### src/rtl/prn_pkg.sv
package prn_pkg;
  localparam int unsigned PRN_PIX_W      = 8;
  localparam int unsigned PRN_SUB_PIX    = 64;
  localparam int unsigned PRN_SUBS       = 4;
  localparam int unsigned PRN_LUMA_SUBS  = 2;
  localparam int unsigned PRN_RSP_W      = 12;

  typedef enum logic {
    ROUTE_SHIFT  = 1'b0,
    ROUTE_BYPASS = 1'b1
  } route_e;
endpackage

### src/rtl/prn_fifo.sv
module prn_fifo #(
  parameter int unsigned W     = 9,
  parameter int unsigned DEPTH = 64
) (
  input  logic         clk,
  input  logic         rst_n,
  input  logic         push,
  input  logic [W-1:0] wdata,
  input  logic         pop,
  output logic [W-1:0] rdata,
  output logic         empty,
  output logic         full
);
  localparam int unsigned AW = (DEPTH > 1) ? $clog2(DEPTH) : 1;
  localparam int unsigned CW = $clog2(DEPTH + 1);
  localparam logic [AW-1:0] LAST = AW'(DEPTH - 1);
  localparam logic [CW-1:0] CMAX = CW'(DEPTH);

  logic [W-1:0]  mem_q [DEPTH];
  logic [AW-1:0] wr_q, wr_d, rd_q, rd_d;
  logic [CW-1:0] cnt_q, cnt_d;
  logic          do_push, do_pop;

  assign empty   = (cnt_q == '0);
  assign full    = (cnt_q == CMAX);
  assign do_push = push & ~full;
  assign do_pop  = pop & ~empty;
  assign rdata   = mem_q[rd_q];

  always_comb begin
    wr_d  = wr_q;
    rd_d  = rd_q;
    if (do_push) wr_d = (wr_q == LAST) ? '0 : wr_q + 1'b1;
    if (do_pop)  rd_d = (rd_q == LAST) ? '0 : rd_q + 1'b1;
    cnt_d = cnt_q + CW'(do_push) - CW'(do_pop);
  end

  always_ff @(posedge clk or negedge rst_n) begin
    if (!rst_n) begin
      wr_q  <= '0;
      rd_q  <= '0;
      cnt_q <= '0;
    end else begin
      wr_q  <= wr_d;
      rd_q  <= rd_d;
      cnt_q <= cnt_d;
    end
  end

  always_ff @(posedge clk) begin
    if (do_push) mem_q[wr_q] <= wdata;
  end
endmodule

### src/rtl/prn_source.sv
module prn_source
  import prn_pkg::*;
#(
  parameter int unsigned PIX_W     = PRN_PIX_W,
  parameter int unsigned SUB_PIX   = PRN_SUB_PIX,
  parameter int unsigned SUBS      = PRN_SUBS,
  parameter int unsigned LUMA_SUBS = PRN_LUMA_SUBS
) (
  input  logic             clk,
  input  logic             rst_n,
  input  logic             in_valid,
  input  logic [PIX_W-1:0] in_pixel,
  output logic             in_ready,
  output logic             luma_push,
  output logic [PIX_W-1:0] luma_data,
  input  logic             luma_full,
  output logic             byp_push,
  output logic [PIX_W:0]   byp_data,
  input  logic             byp_full
);
  localparam int unsigned SW = $clog2(SUBS);
  localparam int unsigned PW = $clog2(SUB_PIX);
  localparam logic [SW-1:0] SUB_LAST = SW'(SUBS - 1);
  localparam logic [PW-1:0] PIX_LAST = PW'(SUB_PIX - 1);

  logic [SW-1:0] sub_q, sub_d;
  logic [PW-1:0] pix_q, pix_d;
  route_e        route;
  logic          fire;

  assign route     = (sub_q < SW'(LUMA_SUBS)) ? ROUTE_SHIFT : ROUTE_BYPASS;
  assign in_ready  = (route == ROUTE_SHIFT) ? ~luma_full : ~byp_full;
  assign fire      = in_valid & in_ready;
  assign luma_push = fire & (route == ROUTE_SHIFT);
  assign byp_push  = fire & (route == ROUTE_BYPASS);
  assign luma_data = in_pixel;
  assign byp_data  = {1'b0, in_pixel};

  always_comb begin
    sub_d = sub_q;
    pix_d = pix_q;
    if (fire) begin
      if (pix_q == PIX_LAST) begin
        pix_d = '0;
        sub_d = (sub_q == SUB_LAST) ? '0 : sub_q + 1'b1;
      end else begin
        pix_d = pix_q + 1'b1;
      end
    end
  end

  always_ff @(posedge clk or negedge rst_n) begin
    if (!rst_n) begin
      sub_q <= '0;
      pix_q <= '0;
    end else begin
      sub_q <= sub_d;
      pix_q <= pix_d;
    end
  end
endmodule

### src/rtl/prn_preshift.sv
module prn_preshift #(
  parameter int unsigned PIX_W = 8
) (
  input  logic             src_empty,
  input  logic [PIX_W-1:0] src_data,
  output logic             src_pop,
  input  logic             dst_full,
  output logic             dst_push,
  output logic [PIX_W:0]   dst_data
);
  localparam int unsigned  OFF   = 1 << (PIX_W - 1);
  localparam logic [PIX_W:0] OFF_V = (PIX_W + 1)'(OFF);

  logic move;

  assign move     = ~src_empty & ~dst_full;
  assign src_pop  = move;
  assign dst_push = move;
  assign dst_data = {1'b0, src_data} - OFF_V;
endmodule

### src/rtl/prn_merge.sv
module prn_merge
  import prn_pkg::*;
#(
  parameter int unsigned PIX_W     = PRN_PIX_W,
  parameter int unsigned SUB_PIX   = PRN_SUB_PIX,
  parameter int unsigned SUBS      = PRN_SUBS,
  parameter int unsigned LUMA_SUBS = PRN_LUMA_SUBS,
  localparam int unsigned SW       = $clog2(SUBS)
) (
  input  logic           clk,
  input  logic           rst_n,
  input  logic           shift_empty,
  input  logic [PIX_W:0] shift_data,
  output logic           shift_pop,
  input  logic           byp_empty,
  input  logic [PIX_W:0] byp_data,
  output logic           byp_pop,
  output logic           xf_valid,
  output logic [PIX_W:0] xf_data,
  input  logic           xf_ready,
  output logic [SW-1:0]  cur_sub
);
  localparam int unsigned PW = $clog2(SUB_PIX);
  localparam logic [SW-1:0] SUB_LAST = SW'(SUBS - 1);
  localparam logic [PW-1:0] PIX_LAST = PW'(SUB_PIX - 1);

  logic [SW-1:0] sub_q, sub_d;
  logic [PW-1:0] pix_q, pix_d;
  route_e        route;
  logic          fire;

  assign route     = (sub_q < SW'(LUMA_SUBS)) ? ROUTE_SHIFT : ROUTE_BYPASS;
  assign xf_valid  = (route == ROUTE_SHIFT) ? ~shift_empty : ~byp_empty;
  assign xf_data   = (route == ROUTE_SHIFT) ? shift_data : byp_data;
  assign fire      = xf_valid & xf_ready;
  assign shift_pop = fire & (route == ROUTE_SHIFT);
  assign byp_pop   = fire & (route == ROUTE_BYPASS);
  assign cur_sub   = sub_q;

  always_comb begin
    sub_d = sub_q;
    pix_d = pix_q;
    if (fire) begin
      if (pix_q == PIX_LAST) begin
        pix_d = '0;
        sub_d = (sub_q == SUB_LAST) ? '0 : sub_q + 1'b1;
      end else begin
        pix_d = pix_q + 1'b1;
      end
    end
  end

  always_ff @(posedge clk or negedge rst_n) begin
    if (!rst_n) begin
      sub_q <= '0;
      pix_q <= '0;
    end else begin
      sub_q <= sub_d;
      pix_q <= pix_d;
    end
  end
endmodule

### src/rtl/prn_route_net.sv
module prn_route_net
  import prn_pkg::*;
#(
  parameter int unsigned PIX_W     = PRN_PIX_W,
  parameter int unsigned SUB_PIX   = PRN_SUB_PIX,
  parameter int unsigned SUBS      = PRN_SUBS,
  parameter int unsigned LUMA_SUBS = PRN_LUMA_SUBS,
  parameter int unsigned RSP_W     = PRN_RSP_W,
  localparam int unsigned SW       = $clog2(SUBS),
  localparam int unsigned PW       = $clog2(SUB_PIX)
) (
  input  logic             clk,
  input  logic             rst_n,
  input  logic             in_valid,
  input  logic [PIX_W-1:0] in_pixel,
  output logic             in_ready,
  output logic             xf_in_valid,
  output logic [PIX_W:0]   xf_in_data,
  input  logic             xf_in_ready,
  input  logic             xf_out_valid,
  input  logic [RSP_W-1:0] xf_out_data,
  output logic             xf_out_ready,
  output logic             out_valid,
  output logic [RSP_W-1:0] out_data,
  output logic [SW-1:0]    out_sub,
  output logic [PW-1:0]    out_pix,
  output logic             rec_done
);
  localparam int unsigned XW = PIX_W + 1;
  localparam logic [SW-1:0] SUB_LAST = SW'(SUBS - 1);
  localparam logic [PW-1:0] PIX_LAST = PW'(SUB_PIX - 1);

  // reset: asserted at once, released after two edges
  logic [1:0] rst_pipe_q;
  logic       rst_sync_n;

  always_ff @(posedge clk or negedge rst_n) begin
    if (!rst_n) rst_pipe_q <= '0;
    else        rst_pipe_q <= {rst_pipe_q[0], 1'b1};
  end
  assign rst_sync_n = rst_pipe_q[1];

  logic             lf_push, lf_pop, lf_empty, lf_full;
  logic [PIX_W-1:0] lf_wdata, lf_rdata;
  logic             sf_push, sf_pop, sf_empty, sf_full;
  logic [XW-1:0]    sf_wdata, sf_rdata;
  logic             bf_push, bf_pop, bf_empty, bf_full;
  logic [XW-1:0]    bf_wdata, bf_rdata;
  logic             kf_pop, kf_empty, kf_full;
  logic [SW-1:0]    merge_sub;

  prn_source #(.PIX_W(PIX_W), .SUB_PIX(SUB_PIX), .SUBS(SUBS), .LUMA_SUBS(LUMA_SUBS)) u_source (
    .clk(clk), .rst_n(rst_sync_n),
    .in_valid(in_valid), .in_pixel(in_pixel), .in_ready(in_ready),
    .luma_push(lf_push), .luma_data(lf_wdata), .luma_full(lf_full),
    .byp_push(bf_push), .byp_data(bf_wdata), .byp_full(bf_full)
  );

  prn_fifo #(.W(PIX_W), .DEPTH(SUB_PIX)) u_luma_fifo (
    .clk(clk), .rst_n(rst_sync_n), .push(lf_push), .wdata(lf_wdata),
    .pop(lf_pop), .rdata(lf_rdata), .empty(lf_empty), .full(lf_full)
  );

  prn_preshift #(.PIX_W(PIX_W)) u_preshift (
    .src_empty(lf_empty), .src_data(lf_rdata), .src_pop(lf_pop),
    .dst_full(sf_full), .dst_push(sf_push), .dst_data(sf_wdata)
  );

  prn_fifo #(.W(XW), .DEPTH(SUB_PIX)) u_shift_fifo (
    .clk(clk), .rst_n(rst_sync_n), .push(sf_push), .wdata(sf_wdata),
    .pop(sf_pop), .rdata(sf_rdata), .empty(sf_empty), .full(sf_full)
  );

  prn_fifo #(.W(XW), .DEPTH(SUB_PIX)) u_byp_fifo (
    .clk(clk), .rst_n(rst_sync_n), .push(bf_push), .wdata(bf_wdata),
    .pop(bf_pop), .rdata(bf_rdata), .empty(bf_empty), .full(bf_full)
  );

  prn_merge #(.PIX_W(PIX_W), .SUB_PIX(SUB_PIX), .SUBS(SUBS), .LUMA_SUBS(LUMA_SUBS)) u_merge (
    .clk(clk), .rst_n(rst_sync_n),
    .shift_empty(sf_empty), .shift_data(sf_rdata), .shift_pop(sf_pop),
    .byp_empty(bf_empty), .byp_data(bf_rdata), .byp_pop(bf_pop),
    .xf_valid(xf_in_valid), .xf_data(xf_in_data), .xf_ready(xf_in_ready),
    .cur_sub(merge_sub)
  );

  // sink: result FIFO drained one beat per cycle, labelled by counters
  assign xf_out_ready = ~kf_full;

  prn_fifo #(.W(RSP_W), .DEPTH(SUB_PIX)) u_sink_fifo (
    .clk(clk), .rst_n(rst_sync_n), .push(xf_out_valid), .wdata(xf_out_data),
    .pop(kf_pop), .rdata(out_data), .empty(kf_empty), .full(kf_full)
  );

  logic [SW-1:0] osub_q, osub_d;
  logic [PW-1:0] opix_q, opix_d;
  logic          done_q, done_d;

  assign out_valid = ~kf_empty;
  assign kf_pop    = out_valid;
  assign out_sub   = osub_q;
  assign out_pix   = opix_q;
  assign rec_done  = done_q;

  always_comb begin
    osub_d = osub_q;
    opix_d = opix_q;
    done_d = 1'b0;
    if (out_valid) begin
      if (opix_q == PIX_LAST) begin
        opix_d = '0;
        if (osub_q == SUB_LAST) begin
          osub_d = '0;
          done_d = 1'b1;
        end else begin
          osub_d = osub_q + 1'b1;
        end
      end else begin
        opix_d = opix_q + 1'b1;
      end
    end
  end

  always_ff @(posedge clk or negedge rst_sync_n) begin
    if (!rst_sync_n) begin
      osub_q <= '0;
      opix_q <= '0;
      done_q <= 1'b0;
    end else begin
      osub_q <= osub_d;
      opix_q <= opix_d;
      done_q <= done_d;
    end
  end
endmodule

### config.mk
export PLATFORM = sky130hd
export DESIGN_NAME = prn_route_net
export DESIGN_NICKNAME = d
export VERILOG_FILES = /design/src/rtl/prn_pkg.sv /design/src/rtl/prn_fifo.sv /design/src/rtl/prn_source.sv /design/src/rtl/prn_preshift.sv /design/src/rtl/prn_merge.sv /design/src/rtl/prn_route_net.sv
export SDC_FILE = /design/constraint.sdc
export NUM_CORES = 2
export LEC_CHECK = 0
export ABC_AREA = 1
export CORE_MARGIN = 2
export CORE_UTILIZATION = 35
export DETAILED_ROUTE_END_ITERATION = 8
export GPL_TIMING_DRIVEN = 1
export PLACE_DENSITY_LB_ADDON = 0.25
export SYNTH_ARGS = -nofsm -noshare
export SYNTH_HDL_FRONTEND = slang
export SYNTH_SLANG_ARGS = --single-unit
### constraint.sdc
create_clock -name clk -period 3.6 [get_ports clk]
set_input_delay 0.72 -clock clk [delete_from_list [all_inputs] [get_ports clk]]
set_output_delay 0.72 -clock clk [all_outputs]
set_load 0.05 [all_outputs]
Word-level counts from Yosys, hierarchy flattened. Memory sizes are Yosys's and may differ from the RTL's. Cells that the tools add are included.

RAM bits: 2368. Register bits after elaboration: 103. Bits of input ports: 25. Memories kept: 4.

Memories: u_sink_fifo.mem_q (words 64, width 12, read ports 1, clocked after memory_dff 0, wr ports 1, line prn_fifo.sv:19) `logic [W-1:0] mem_q [DEPTH];`; u_shift_fifo.mem_q (words 64, width 9, read ports 1, clocked after memory_dff 0, wr ports 1, line prn_fifo.sv:19); u_byp_fifo.mem_q (words 64, width 8, read ports 1, clocked after memory_dff 0, wr ports 1, line prn_fifo.sv:19); u_luma_fifo.mem_q (words 64, width 8, read ports 1, clocked after memory_dff 0, wr ports 1, line prn_fifo.sv:19).

Muxes and demuxes: 30. Bitwise operators: 22. Add/sub/neg operators: 23. Magnitude comparators: 2. Reduce and logical (&&, ||, !) cells: 7. Equal/unequal tests: 18.

Operators by type and width (count): $add A6 B1 Y6 const B (11); $eq A6 B6 Y1 const B (11); $mux W6 (11); $add A7 B1 Y7 (4); $eq A7 B7 Y1 const B (4); $logic_not A7 Y1 (4); $sub A7 B1 Y7 (4); $mux W1 (15); $and A1 B1 Y1 (14); $mux W9 (1); $sub A8 B8 Y9 const B (1); $not A1 Y1 (8); $add A2 B1 Y2 const B (3); $eq A2 B2 Y1 const B (3); $mux W2 (3); $reduce_and A2 Y1 (3); $lt A2 B2 Y1 const B (2).

Logic depth before layout (Yosys ltp).
Depth after elaboration: 8. Gate-level depth with buffers: 20. Depth with buffers taken out: 19.

Cells and area by module. From an unflattened synthesis, not the netlist that was laid out.

Cell total of the unflattened synthesis: 10581. Area, all modules: 109915.4 um^2.

Modules (own cells, without submodules): prn_fifo (u_byp_fifo ...) (cells each 2470, sequential area each 17772.0 um^2, instances 2, area an instance 25773.5 um^2); prn_fifo (u_sink_fifo) (cells each 3195, sequential area each 23537.6 um^2, instances 1, area an instance 33696.1 um^2); prn_fifo (u_luma_fifo) (cells each 2205, sequential area each 15850.2 um^2, instances 1, area an instance 22907.0 um^2); prn_source (cells each 83, sequential area each 200.2 um^2, instances 1, area an instance 613.1 um^2); prn_merge (cells each 91, sequential area each 200.2 um^2, instances 1, area an instance 579.3 um^2); prn_route_net (cells each 56, sequential area each 275.3 um^2, instances 1, area an instance 498.0 um^2); prn_preshift (cells each 11, sequential area each 0.0 um^2, instances 1, area an instance 75.1 um^2).

Least setup slack after synthesis. No wires, ideal clock.

Path type: reg2reg. From: register u_sink_fifo.cnt_q[2]. To: register u_sink_fifo.cnt_q[6]. Setup time: 0.126 ns. Path buffers: 1. Period minus slack after synthesis: 3.192 ns. Slack: 0.408 ns. Arrival time: 3.067 ns. Cell stages (with the launch flop): 17. Cells stage by stage: dfrtp_1 -> inv_1 -> ha_1 -> nand2_1 -> nor2_1 -> nand2_1 -> clkbuf_1 -> ha_1 -> inv_1 -> ha_1 -> inv_1 -> fa_1 -> o21ai_0 -> a21oi_1 -> nor2_1 -> nor2_1 -> xor2_1.

Elaborated cells between the ends (all ways): 7. Those cells by class: 2 x add/sub; 1 x eq/ne; 3 x bitwise; 1 x reduce/logical.

RTL lines: start, declared (line prn_fifo.sv:21) `logic [CW-1:0] cnt_q, cnt_d;`; start signal, assigned (line prn_fifo.sv:46) `cnt_q <= cnt_d;`; $logic_not A7 Y1 (line prn_fifo.sv:24) `assign empty = (cnt_q == '0);`; $not A1 Y1 (line prn_route_net.sv:99) `assign out_valid = ~kf_empty;`; named net out_valid (line prn_route_net.sv:23) `output logic out_valid,`; $sub A7 B1 Y7 (line prn_fifo.sv:35) `cnt_d = cnt_q + CW'(do_push) - CW'(do_pop);`; named net u_sink_fifo.cnt_d[6] (line prn_fifo.sv:21).

The timed path passes the listed nets, and every way through them passes these cells. A chain may end at the register's enable or synchronous reset.

Final worst setup path.
From: register u_sink_fifo.rd_q[0]. To: output out_data[7].

Longest elaborated chain between the ends: 1.

RTL lines: start, declared (line prn_fifo.sv:20) `logic [AW-1:0] wr_q, wr_d, rd_q, rd_d;`; start signal, assigned (line prn_fifo.sv:45) `rd_q <= rd_d;`; $mem_v2 Z64 W12; end, declared (line prn_route_net.sv:24) `output logic [RSP_W-1:0] out_data,`.

Every way passes these cells.

==> results by group <==
Run status
  • Outcome: finished with violations
  • Failing checks: setup timing

Yosys
  • Syn_nets: between 8,000 and 9,000
  • Synth Area per Inst: 11.62 sq um
  • Main flop type after synthesis: edfxtp_1
  • Mapped Cells: 8,538
  • Number of synthesized flops with an enable pin: approximately 2,300
  • Largest family of logic cells by synthesized area: simple AND/OR/NAND/NOR gates
  • Ys async rst share: approximately 4.3%
  • Synthesized area: approximately 100,000 sq um
  • Synth Area in Compound Gates: 7.297%
  • Post-synthesis mux area share: 0%
  • Seq/Total Area, Yosys: between 70% and 80%
  • Synth warn: 0
  • Adder-Cell Fraction of Synth Area: less than 1%
  • Cell variety after synth: 47
  • Area share of and/or/nand/nor cells after synthesis: 15.61%
  • XOR/XNOR share of the synthesized area: less than 1%
  • Synth Register Bits: between 2,000 and 2,500

Detailed routing
  • Vias per inst: around 5.2
  • DRC viols: 0
  • Via count: ~67,000
  • Iter 0 DRT Violations: around 7,000
  • WL final: 286,700 microns
  • Detail Route Antenna Nets: 0
  • Avg WL per Cell: 22.19 microns
  • DR pass1 iterations: 6

Worst setup path
  • Worst r2r src: u_luma_fifo.cnt_q[2]
  • CP endpoint kind: output port
  • Crit path cell chain: buf_12 > clkinv_16 > buf_16 > buf_4 > o21ai_0 > o211ai_1 > o211ai_1 > nand2_2 > nand3_2 > nand2_4 > buf_12
  • Crit. path cell count: 11
  • CP max stage cell: dfrtp_4
  • CP bufs+invs: 5
  • Crit Path Max Fanout: 8
  • Critical Path Source Type: flip-flop
  • End of the critical path: out_data[7]
  • Crit Path Category: flip-flop to output port
  • Worst path arrival time: between 3 and 4 ns
  • Worst reg2reg setup slack: about 0.5 ns
  • Critical Path RT: around 2.9 ns
  • Critical Path Source: u_sink_fifo.rd_q[0]
  • Worst-case reg-to-reg path depth: 11
  • Delay-heaviest family, CP: buffers and inverters
  • Crit-path max cell delay: about 0.49 ns
  • R2r endpoint: u_shift_fifo.mem_q[37][7]

STA
  • Final setup fails: 21
  • Final setup skew: ~0.080 ns
  • Worst relative slew slack: a little over a fifth
  • Achievable Freq: between 200 and 300 MHz
  • Fin crit period: 3.864 ns
  • Final period util: 107.3%
  • Final slew viol count: 0
  • Worst Tran Pin Value: between 1 and 1.5 ns
  • Final worst slack: -0.2635 ns
  • Final Hold Viols: 0
  • RSZ-0062 raised after global routing: yes

Clock network
  • Clock latency on the worst-skew pair: 0.88 ns
  • H-tree level count: 5
  • Num CTS Buffers: around 270
  • CTS sink cnt: 2,407
  • Clock transition at path regs: 0.06 ns
  • Clock Root Buffer: clkbuf_16
  • CTS tree: built
  • Max clock buf depth: 4

Floorplan
  • Die X: roughly 540 microns
  • Starting Density: 35.19%
  • Core Box Area: about 280,000 sq um
  • Die H: around 540 microns
  • Die area: 287,800 sq um
  • IO Pins: 59
  • Rows: ~200

Power
  • Clock power share: between 20 and 30%
  • Seq pwr share: between 30 and 40%
  • Switching power: 41.22 mW
  • Sw Ratio: between 30% and 40%
  • Pint: about 64 mW
  • VDD IR max: about 0.0013 V
  • Comb power frac: a little over 40%
  • Static Leakage: approximately 43 nW
  • Overall power: 105.4 mW
  • Pwr/cell area: 883.4 nW/um^2

Placed design
  • Post-Place Cell Area: 106,700 sq um
  • Port Buf Inserts: 58
  • GPL Wtd Cong: between 0.8 and 0.9
  • DP Wirelength: between 150,000 and 200,000 microns

Global route
  • Global Route met1 Usage: 26.91%
  • Remaining global-route overflow: 0
  • Grt met2 use: a little under a third
  • GRT busiest layer: met2
  • Largest net degree at the start of global routing: between 90 and 100
  • GRT Total Usage: 19.14%
  • Vias in the first global route: roughly 64,000
  • GR Util met3: around 2.6%
  • Initial antenna violation count: 3
  • First-pass GRT wire length: about 420,000 microns

Worst hold path
  • Hold Path Class: flip-flop to async pin

Layout
  • Fin area: 119,300 sq um
  • Nets: ~9,000
  • Share of cells above drive strength 1: ~15%
  • Area growth from synthesis to layout: 20.25%

Flow run
  • Max Cap Violations: 0
## power groups by stage
stage          Combinational [mW]  Clock (mW)  Sequential (mW)
2_1_floorplan                21.4           0             36.1
3_3_place_gp                 36.1           0             36.3
3_5_place_dp                 36.4           0             36.3
4_1_cts                      41.3        27.1             35.7
5_1_grt                      46.4        28.2             35.9
6_report                     43.0        26.6             35.8
## worst register-to-register path: stages (launching register included)
cell and delay (ns):
dfrtp_1 0.35, inv_1 0.07, ha_1 0.19, nand2_1 0.08
nor2_2 0.04, nand3b_1 0.10, nand2_1 0.07, inv_1 0.18
buf_4 0.23, nand4_1 0.42, buf_4 0.37, nor2_1 0.64
## layer usage
metal,up-vias,part of all wire (%)
met3,438,6.5
met2,2296,48
met1,33440,43
met4,0,2.4
met5,-,0
li1,30760,-
## final cells by class
| cell class | count | area, sq um |
|---|---|---|
| fillers | 26140 | 162700 |
| well taps | 3743 | 4683 |
| repair inverters | 10 | 140.1 |
| clock inverters | 145 | 1269 |
| inverters | 361 | 1443 |
| multi-input cells | 5294 | 25310 |
| repair buffers | 619 | 7493 |
| clock buffers | 338 | 7208 |
| flip-flops and latches | 2407 | 71800 |
| diodes | 1 | 2.502 |
## per-stage QoR
stage	util (%)	hold WS, ns	setup TNS [ns]	cells	setup WS [ns]
finish	42.31	0.3378	-3.693	12920	-0.2635
global route	42.31	0.3173	-6.283	12920	-0.3550
CTS	41.86	0.2886	-5.414	12890	-0.3239
detailed placement	37.84	0.3395	0	12320	0.08172
global placement	37.84	0.3371	-0.007058	12320	-0.007058
floorplan	-	0.3312	0	8538	0.4078
## layout by cell type (no fill, tap or decap), drive strengths merged, types with 5 or more instances in the layout
master / count
bufbuf: 12
xor2: 40
nor3: 17
nand4: 38
o221ai: 23
or2: 10
ha: 50
clkdlybuf4s50: 13
nand3: 573
a22oi: 5
o21ai: 892
buf: 567
nor2: 1539
inv: 363
bufinv: 14
o211ai: 130
dfrtp: 103
clkbuf: 360
clkinv: 128
xnor2: 6
clkinvlp: 11
a21oi: 119
o22ai: 137
nand2: 1689
edfxtp: 2304
## what timing repair did
action                                  4_1_cts  5_1_grt
cloned                                       49       26
buffers inserted                             38        7
hold endpoints to repair                      2        0
hold buffers                                  1        0
endpoints found under the setup margin       25       21
pin swaps                                   110      132
resized for setup                           356      239
## worst min-delay path by stage
stage / startpoint / endpoint
4_1_cts: in_pixel[4] / u_byp_fifo.mem_q[53][4]
6_report: rst_pipe_q[1] / u_sink_fifo.rd_q[5]
5_1_grt: in_pixel[4] / u_byp_fifo.mem_q[49][4]
3_5_place_dp: rst_pipe_q[0] / rst_pipe_q[1]
2_1_floorplan: rst_pipe_q[0] / rst_pipe_q[1]
3_3_place_gp: rst_pipe_q[0] / rst_pipe_q[1]
## registers in the layout, indices dropped and copies added (netlist names), 7 cells and up
register / cells
u_sink_fifo.cnt_q: 7
u_byp_fifo.mem_q: 512
u_luma_fifo.mem_q: 512
u_sink_fifo.mem_q: 768
u_luma_fifo.cnt_q: 7
u_shift_fifo.mem_q: 512
u_shift_fifo.cnt_q: 7
u_byp_fifo.cnt_q: 7
## Yosys cell counts (all sizes together) (6+ instances only)
cell    count  area share [%]
a21oi     119            0.60
buf       266             1.5
clkbuf    210            0.79
clkinv     20           0.076
dfrtp     103             2.6
edfxtp   2304              70
ha         50            0.63
inv       341             1.3
nand2    1689             6.4
nand3     573             2.9
nand4      38            0.29
nor2     1539             5.8
nor3       17           0.091
o211ai    130            0.98
o21ai     892             4.5
o221ai     23            0.20
o22ai     137            0.86
or2        10           0.063
xnor2       6           0.053
xor2       40            0.35
## kinds of logic (layout without fill, tap and decap cells)
family / count (synthesis) / in the layout
adders and majority gates: 54 / 54
other: 1 / 2
and+or+nand+nor: 3873 / 3873
AOI/OAI and AO/OA: 1320 / 1320
buffers and inverters: 837 / 1473
DFF: 2407 / 2407
xor gates and xnor gates: 46 / 46
Note: power is estimated with default switching activity, not from simulation.
